===== config.mk =====
export PLATFORM = sky130hd
export DESIGN_NAME = cmd_frame_validator
export DESIGN_NICKNAME = d
export VERILOG_FILES = /design/src/rtl/frame_check_pkg.sv /design/src/rtl/frame_slot_expect.sv /design/src/rtl/frame_slot_tracker.sv /design/src/rtl/frame_glyph_publish.sv /design/src/rtl/cmd_frame_validator.sv
export SDC_FILE = /design/constraint.sdc
export NUM_CORES = 1
export LEC_CHECK = 0
export ABC_AREA = 1
export BUFFER_PORTS_ARGS = -buffer_cell sky130_fd_sc_hd__buf_2
export CAP_MARGIN = 5
export CORE_MARGIN = 2
export CORE_UTILIZATION = 57
export CTS_CLUSTER_SIZE = 25
export DETAILED_ROUTE_END_ITERATION = 10
export PLACE_DENSITY = 0.88
export SYNTH_ARGS = -nofsm -noshare
export SYNTH_HDL_FRONTEND = slang
export SYNTH_SLANG_ARGS = --single-unit

===== constraint.sdc =====
create_clock -name clk -period 2.5 [get_ports clk]
set_input_delay 0.5 -clock clk [delete_from_list [all_inputs] [get_ports clk]]
set_output_delay 0.5 -clock clk [all_outputs]
set_load 0.01 [all_outputs]

===== src/rtl/frame_check_pkg.sv =====
package frame_check_pkg;
  localparam int BYTE_W    = 8;
  localparam int FRAME_LEN = 9;
  localparam int PRE_LEN   = 5;
  localparam int SLOT_W    = $clog2(FRAME_LEN);

  typedef logic [SLOT_W-1:0] slot_t;
  typedef logic [BYTE_W-1:0] byte_t;

  localparam slot_t SLOT_PAY   = slot_t'(PRE_LEN);
  localparam slot_t SLOT_PAY_N = slot_t'(PRE_LEN + 1);
  localparam slot_t SLOT_SUM   = slot_t'(PRE_LEN + 2);
  localparam slot_t SLOT_LAST  = slot_t'(FRAME_LEN - 1);
endpackage


===== src/rtl/frame_slot_expect.sv =====
module frame_slot_expect
  import frame_check_pkg::*;
#(
  parameter logic [PRE_LEN-1:0][BYTE_W-1:0] PREAMBLE = '0,
  parameter byte_t SUM_BIAS = 8'hF7
) (
  input  slot_t slot,
  input  byte_t payload,
  output byte_t want,
  output logic  free
);
  byte_t sum;
  assign sum = payload + SUM_BIAS;

  always_comb begin
    free = 1'b0;
    want = '0;
    if (slot < SLOT_PAY) begin
      want = PREAMBLE[PRE_LEN-1-int'(slot)];
    end else if (slot == SLOT_PAY) begin
      free = 1'b1;
    end else if (slot == SLOT_PAY_N) begin
      want = ~payload;
    end else if (slot == SLOT_SUM) begin
      want = sum;
    end else begin
      want = ~sum;
    end
  end
endmodule


===== src/rtl/frame_slot_tracker.sv =====
module frame_slot_tracker
  import frame_check_pkg::*;
(
  input  logic  clk,
  input  logic  rst_n,
  input  logic  in_valid,
  input  byte_t in_data,
  input  byte_t want,
  input  logic  free,
  output slot_t slot,
  output byte_t payload,
  output logic  frame_ok
);
  logic hit;
  assign hit      = free || (in_data == want);
  assign frame_ok = in_valid && hit && (slot == SLOT_LAST);

  always_ff @(posedge clk or negedge rst_n) begin
    if (!rst_n) begin
      slot    <= '0;
      payload <= '0;
    end else if (in_valid) begin
      if (free) payload <= in_data;
      if (!hit || slot == SLOT_LAST) slot <= '0;
      else                           slot <= slot + 1'b1;
    end
  end

  // a mismatching byte sends tracking back to the first preamble byte
  p_restart_r7: assert property (@(posedge clk) disable iff (!rst_n)
    (in_valid && !free && in_data != want) |=> slot == '0);
  // a matching byte short of the last one moves to the next slot
  p_advance_r3: assert property (@(posedge clk) disable iff (!rst_n)
    (in_valid && (free || in_data == want) && slot != SLOT_LAST)
      |=> slot == $past(slot) + 1'b1);
  // idle cycles leave tracking untouched
  p_idle_hold_r11: assert property (@(posedge clk) disable iff (!rst_n)
    !in_valid |=> ($stable(slot) && $stable(payload)));
  // the stored payload only changes when the payload slot is consumed
  p_payload_hold_r4: assert property (@(posedge clk) disable iff (!rst_n)
    !(in_valid && slot == SLOT_PAY) |=> $stable(payload));
endmodule


===== src/rtl/frame_glyph_publish.sv =====
module frame_glyph_publish
  import frame_check_pkg::*;
#(
  parameter int GLYPH_BITS = 3,
  parameter int ROW_SHIFT  = 3,
  localparam int ADDR_W    = GLYPH_BITS + ROW_SHIFT
) (
  input  logic              clk,
  input  logic              rst_n,
  input  logic              frame_ok,
  input  byte_t             payload,
  output logic              upd_o,
  output logic [ADDR_W-1:0] left_addr,
  output logic [ADDR_W-1:0] right_addr
);
  logic enabled;
  assign enabled = &payload[BYTE_W-1:BYTE_W-2];

  always_ff @(posedge clk or negedge rst_n) begin
    if (!rst_n) begin
      upd_o      <= 1'b0;
      left_addr  <= '0;
      right_addr <= '0;
    end else begin
      upd_o <= frame_ok && enabled;
      if (frame_ok && enabled) begin
        left_addr  <= {payload[GLYPH_BITS-1:0], {ROW_SHIFT{1'b0}}};
        right_addr <= {payload[2*GLYPH_BITS-1:GLYPH_BITS], {ROW_SHIFT{1'b0}}};
      end
    end
  end

  // the strobe never lasts two cycles (a frame needs nine bytes)
  p_strobe_single_r10: assert property (@(posedge clk) disable iff (!rst_n)
    upd_o |=> !upd_o);
  // addresses move only together with the strobe
  p_addr_hold_r10: assert property (@(posedge clk) disable iff (!rst_n)
    !upd_o |-> ($stable(left_addr) && $stable(right_addr)));
  // a strobe follows only a completed frame
  p_strobe_cause_r8: assert property (@(posedge clk) disable iff (!rst_n)
    upd_o |-> $past(frame_ok));
endmodule


===== src/rtl/cmd_frame_validator.sv =====
module cmd_frame_validator
  import frame_check_pkg::*;
#(
  parameter byte_t HDR_A    = 8'h55,
  parameter byte_t HDR_B    = 8'hFF,
  parameter byte_t HDR_C    = 8'h00,
  parameter byte_t CMD      = 8'hF7,
  parameter int    GLYPH_BITS = 3,
  parameter int    ROW_SHIFT  = 3,
  localparam int   ADDR_W     = GLYPH_BITS + ROW_SHIFT
) (
  input  logic              clk,
  input  logic              rst_n,
  input  logic              in_valid,
  output logic              in_ready,
  input  logic [7:0]        in_data,
  output logic              upd_o,
  output logic [ADDR_W-1:0] left_addr,
  output logic [ADDR_W-1:0] right_addr
);
  localparam logic [PRE_LEN-1:0][BYTE_W-1:0] PREAMBLE =
    {HDR_A, HDR_B, HDR_C, CMD, ~CMD};

  slot_t slot;
  byte_t payload;
  byte_t want;
  logic  free;
  logic  frame_ok;

  assign in_ready = 1'b1;

  frame_slot_expect #(.PREAMBLE(PREAMBLE), .SUM_BIAS(CMD)) u_expect (
    .slot    (slot),
    .payload (payload),
    .want    (want),
    .free    (free)
  );

  frame_slot_tracker u_tracker (
    .clk      (clk),
    .rst_n    (rst_n),
    .in_valid (in_valid),
    .in_data  (in_data),
    .want     (want),
    .free     (free),
    .slot     (slot),
    .payload  (payload),
    .frame_ok (frame_ok)
  );

  frame_glyph_publish #(.GLYPH_BITS(GLYPH_BITS), .ROW_SHIFT(ROW_SHIFT)) u_publish (
    .clk        (clk),
    .rst_n      (rst_n),
    .frame_ok   (frame_ok),
    .payload    (payload),
    .upd_o      (upd_o),
    .left_addr  (left_addr),
    .right_addr (right_addr)
  );

  // after a strobe the low row bits of both addresses are clear
  p_row_align_r9: assert property (@(posedge clk) disable iff (!rst_n)
    upd_o |-> (left_addr[ROW_SHIFT-1:0] == '0 && right_addr[ROW_SHIFT-1:0] == '0));
endmodule


==> impl_metrics.tcl, run 1 <==
set metrics [dict create \
    status "complete, no violations" \
    synth_warnings 0 \
    clock-root-buffer "clkbuf_4" \
    seq_area_frac_synth 0.2905 \
    syn_area_um2 1637 \
    cts_sinks 19 \
    yosys.area_share.simple 0.4274 \
    peakVddDrop_v 0.0002775 \
    startpoint_type "flip-flop" \
    max_freq_mhz 434.2 \
    r2r_slack_ps 200 \
    initial_core_util 0.5986 \
    fin_nets 265 \
    yosysTopAreaCell "dfrtp_1" \
    finalMaxSlewViolations 0 \
    hp-class "in2async" \
    synth_top_family_by_area "simple AND/OR/NAND/NOR gates" \
    reg2reg_to "u_publish.right_addr[4]$_DFFE_PN0P_" \
    via_count 1462 \
    synth_xor_area_frac 0.03746 \
    post_synth_num_cell_types 29 \
    dp_hpwl_mm 2.679 \
    diodes 0 \
    setup_viol 0 \
    synthAdderAreaFrac 0.04587 \
    ant_nets 0 \
    die_w_um 57.59 \
    powerDensity_nw_per_um2 291.3 \
    io_pins 25 \
    gp_congestion 0.9180 \
    hold_viol_final 0 \
    end_kind "flip-flop" \
    drive_gt1_frac 0.2267 \
    path_buf_inv 1 \
    totalPowerFinal_mw 0.5073 \
    drt-initial-drc-count 55 \
    multiInputGateArea_um2 970.9 \
    crit_path_start "u_tracker.slot[0]$_DFFE_PN0P_" \
    area_growth_pct 6.422 \
    cts.clk_slew.worst_paths_ps 110 \
    synth_area_leaders "dfrtp_1 (29%), nand2_1 (18%), nand3_1 (10%)" \
    core_area_um2 2734 \
    cts_buffer_depth 2 \
    die_h_um 57.59 \
    critPathCapture "u_publish.right_addr[4]$_DFFE_PN0P_" \
    grt_usage 0.2208 \
    setup-tns-final_ps 0 \
    final_cell_mix "nand2_1 (78), nand3_1 (34), inv_1 (20)" \
    final_common_cell "nand2_1" \
    drc 0 \
    cts_max_level 1 \
    synthMuxAreaShare 0 \
    whs_ps 119.6 \
    grt-ovfl-total 0 \
    cap_violations 0 \
    routedWlPerCell_um 12.05 \
    dpl_cell_area_um2 1705 \
    fill_cells 229 \
    critical_path.max_stage_delay_ps 400 \
    period_minus_slack_ps 2303 \
    cp_slowest_cell "dfrtp_1" \
    p_leak_nw 0.9709 \
    path_cells "buf_4, ha_1, nand3_4, nand2_2, nand2_1, nand2_1, o21ai_1, nand3_1, nand2_1, nand3_1, nor2_2, nand3_2, nand2_4, nand2_4, nand2_1, nand2_1" \
    cts_buffers 3 \
    path_class "reg2reg" \
    antenna_found_initial 0 \
    fin_skew_ps 2.049 \
    io_buffer_count 17 \
    rr_worst_depth 16 \
    grt_max_degree 20 \
    vias_per_cell 5.259 \
    design_area_um2 1742 \
    rr_startpoint "u_tracker.slot[0]$_DFFE_PN0P_" \
    cts_tree "done" \
    seqCellArea_um2 475.5 \
    cp_common_cell "nand2_1" \
    arrival_ps 2500 \
    grt_pass1_wl_mm 5.754 \
    totalWireLength_mm 3.351 \
    dieArea_um2 3316 \
    final.period_utilization 0.9211 \
    syn_area_per_cell_um2 7.147 \
    synth_compound_area_frac 0.06498 \
    worstSkewPairLatency_ps 300 \
    cp.required_ps 2700 \
    rows 19 \
    synth_top_area_frac 0.2905 \
    ys_seq_elements 19 \
    cp.depth 16 \
    critPathTopFamily "simple AND/OR/NAND/NOR gates" \
    critPathMaxFanout 9 \
    postSynthCellCount 229 \
    drt_first_pass_iters 4 \
    grt_pass1_vias 1323 \
]
==> per-stage QoR <==
stage / std cells / util / worst slack, ps
after floorplan: 234 / - / 383.0
after detailed placement: 273 / 0.6238 / 146.3
after CTS: 277 / 0.6334 / 117.7
final: 278 / 0.6371 / 197.1
after global placement: 273 / 0.6238 / 250.8
after global routing: 278 / 0.6371 / -15.15
==> flip-flops by register name, summed over array words and instances (netlist names) <==
| register | cells |
|---|---|
| u_publish.left_addr | 3 |
| u_publish.right_addr | 3 |
| u_publish.upd_o | 1 |
| u_tracker.payload | 8 |
| u_tracker.slot | 4 |
==> worst min-delay path by stage <==
stage                     startpoint                                 end  slack, ps
after global routing           rst_n       u_tracker.slot[3]$_DFFE_PN0P_        130
after detailed placement       rst_n       u_tracker.slot[1]$_DFFE_PN0P_        460
after floorplan                rst_n  u_publish.left_addr[3]$_DFFE_PN0P_        200
final                          rst_n       u_tracker.slot[1]$_DFFE_PN0P_        120
after global placement         rst_n       u_tracker.slot[1]$_DFFE_PN0P_        460
after CTS                      rst_n       u_tracker.slot[1]$_DFFE_PN0P_        130
==> Yosys cell counts <==
cell type / n
nand2_1: 78
nand3_1: 34
inv_1: 21
dfrtp_1: 19
buf_4: 8
o21ai_0: 8
ha_1: 6
inv_2: 6
nor2_1: 5
nand2_2: 4
nand3_4: 4
nand4_1: 4
xnor2_1: 4
nand2_4: 3
nand3_2: 3
xor2_1: 3
a21oi_2: 2
clkbuf_1: 2
conb_1: 2
nor2_2: 2
o21ai_1: 2
o21ai_2: 2
a21oi_1: 1
buf_12: 1
buf_2: 1
buf_6: 1
inv_4: 1
nor4_4: 1
o21ai_4: 1
==> layout make-up <==
class	count	area share
Timing Repair Buffer	22	0.07040
Inverter	28	0.06178
Tap cell	31	0.02227
Multi-Input combinational cell	174	0.5575
Clock buffer	4	0.01509
Sequential cell	19	0.2730
==> where the power goes <==
group          switching (mW)  internal (mW)
logic                  0.0292         0.0126
clock network          0.0961         0.0622
registers           0.0000465          0.307
total                   0.125          0.382
==> layer usage <==
layer	routed length, µm	track usage
met1	1502	0.3087
met2	1548	0.3442
met3	233	0.03175
met4	67	0.08638
met5	0	0
==> cell families (layout without fill, tap and decap cells) <==
| group | count (synthesis) | in the layout |
|---|---|---|
| AO/OA/AOI/OAI | 16 | 16 |
| XOR/XNOR | 7 | 7 |
| other | 2 | 7 |
| flip-flops | 19 | 19 |
| adder cells (fa/ha/maj) | 6 | 6 |
| buffers and inverters | 41 | 54 |
| AND/OR/NAND/NOR | 138 | 138 |
==> repair_timing <==
| item | 4_1_cts | 5_1_grt |
|---|---|---|
| resized for setup | 0 | 2 |
| setup buffers | 0 | 1 |
| endpoints found under the setup margin | 0 | 10 |
| hold buffers | 0 | 0 |
No activity file was read; power rests on OpenSTA's default activity.
==> run 2, diff against run 1 <==
- CTS_BUF_LIST: not set -> sky130_fd_sc_hd__clkbuf_16
==> impl_metrics.tcl, run 2 (synthesis gave the netlist of run 1 again) <==
set metrics [dict create \
    gp_congestion 0.9180 \
    cts_buffers 3 \
    dp_cells 273 \
    cts_buffer_depth 2 \
    finalMaxSlewViolations 0 \
    io_pins 25 \
    die_h_um 57.59 \
    p_leak_nw 0.9941 \
    rsz0062_at_grt "no" \
    path_class "reg2reg" \
    ant_nets 0 \
    routedWlPerCell_um 12.16 \
    dieArea_um2 3316 \
    fin_nets 264 \
    dp_hpwl_mm 2.679 \
    arrival_ps 2420 \
    fill_cells 223 \
    area_growth_pct 9.174 \
    grt_pass1_wl_mm 5.865 \
    grt_usage 0.2303 \
    hp-class "in2async" \
    final.period_utilization 0.9095 \
    cts_tree "done" \
    antenna_found_initial 0 \
    post_cts_buffers 0 \
    vias_per_cell 5.195 \
    largest_register_ffs 8 \
    post_cts_resized 0 \
    clock-root-buffer "clkbuf_16" \
    startpoint_type "flip-flop" \
    max_freq_mhz 439.8 \
    final_cell_mix "nand2_1 (78), nand3_1 (34), inv_1 (21)" \
    cap_violations 0 \
    worstSkewPairLatency_ps 250 \
    setup-tns-final_ps 0 \
    rows 19 \
    fin_skew_ps 0.9213 \
    drt-initial-drc-count 47 \
    die_w_um 57.59 \
    powerDensity_nw_per_um2 379.1 \
    grt_pass1_vias 1301 \
    diodes 0 \
    hold_viol_final 0 \
    cts_hold_buffers 0 \
    core_area_um2 2734 \
    cts.clk_slew.worst_paths_ps 50 \
    status "complete, no violations" \
    instances_no_fill 277 \
    final_common_cell "nand2_1" \
    drive_gt1_frac 0.2236 \
    grt-ovfl-total 0 \
    initial_core_util 0.5986 \
    drc 0 \
    regMostFlops "u_tracker.payload" \
    totalWireLength_mm 3.368 \
    cts_max_level 1 \
    via_count 1439 \
    peakVddDrop_v 0.0003912 \
    grt_max_degree 20 \
    critPathMaxFanout 9 \
    cp.required_ps 2640 \
    io_buffer_count 17 \
    setup_viol 0 \
    period_minus_slack_ps 2274 \
    end_kind "flip-flop" \
    reg.largest.list "u_tracker.payload (8), u_tracker.slot (4)" \
    drt_first_pass_iters 4 \
    cts_sinks 19 \
]
==> run 2: cell types whose count changed in the layout (fill, tap and decap cells not counted) <==
cell       before  now
clkbuf_16       0    3
clkbuf_4        3    0
inv_1          20   21
buf_4           5    4
clkbuf_1        1    0
==> run 2: per-layer routing <==
layer | GRT usage | routed length (µm) | vias to the layer above
li1 | - | - | 749
met1 | 0.3205 | 1586 | 638
met2 | 0.3539 | 1519 | 45
met3 | 0.02494 | 181 | 7
met4 | 0.1163 | 81 | 0
met5 | 0 | 0 | -
==> run 2: worst paths after layout <==
path | cells past startpoint | slack, ps | from | endpoint
min | 1 | 180 | rst_n | u_tracker.slot[1]$_DFFE_PN0P_
max in group asynchronous | 1 | 2020 | rst_n | u_publish.right_addr[5]$_DFFE_PN0P_
min reg2reg | 2 | 470 | u_publish.left_addr[5]$_DFFE_PN0P_ | u_publish.left_addr[5]$_DFFE_PN0P_
min in group clk | 2 | 470 | u_publish.left_addr[5]$_DFFE_PN0P_ | u_publish.left_addr[5]$_DFFE_PN0P_
max reg2reg | 16 | 230 | u_tracker.slot[0]$_DFFE_PN0P_ | u_publish.right_addr[4]$_DFFE_PN0P_
max | 16 | 230 | u_tracker.slot[0]$_DFFE_PN0P_ | u_publish.right_addr[4]$_DFFE_PN0P_
==> run 2: through the flow <==
step	hold WS, ps	total power, mW	cell area, µm²	worst slack (ps)	utilization
2_1_floorplan	204.4	0.3436	1655	383.0	-
3_3_place_gp	456.0	0.3535	1705	250.8	0.6238
3_5_place_dp	462.8	0.3548	1705	146.3	0.6238
4_1_cts	193.6	0.6831	1784	116.6	0.6526
5_1_grt	215.4	0.7033	1787	3.821	0.6535
6_report	179.7	0.6774	1787	226.3	0.6535
==> run 2: layout make-up <==
cell class              instances  area (µm²)  area share
multi-input cells             174       970.9      0.5434
flip-flops and latches         19       475.5      0.2661
repair buffers                 21       115.1     0.06443
inverters                      28       107.6     0.06022
clock buffers                   3       75.07     0.04202
well taps                      31       38.79     0.02171
clock inverters                 1       3.754    0.002101
==> run 2: worst max-delay path, stage by stage (launching register included) <==
cell     delay [ps]
dfrtp_1         380
buf_4           160
ha_1            230
nand3_4         140
nand2_2         110
nand2_1          80
nand2_1          40
o21ai_1         150
nand3_1          90
nand2_1          80
nand3_1          90
nor2_2          140
nand3_2         120
nand2_4         130
nand2_4          90
nand2_1          80
nand2_1          50
==> run 2: power breakdown <==
group	total [mW]	leakage, nW	internal (mW)	switching (mW)
logic	0.0418	0.686	0.0126	0.0292
registers	0.308	0.266	0.308	0.0000466
clock network	0.328	0.0423	0.213	0.115
total	0.677	0.994	0.533	0.144
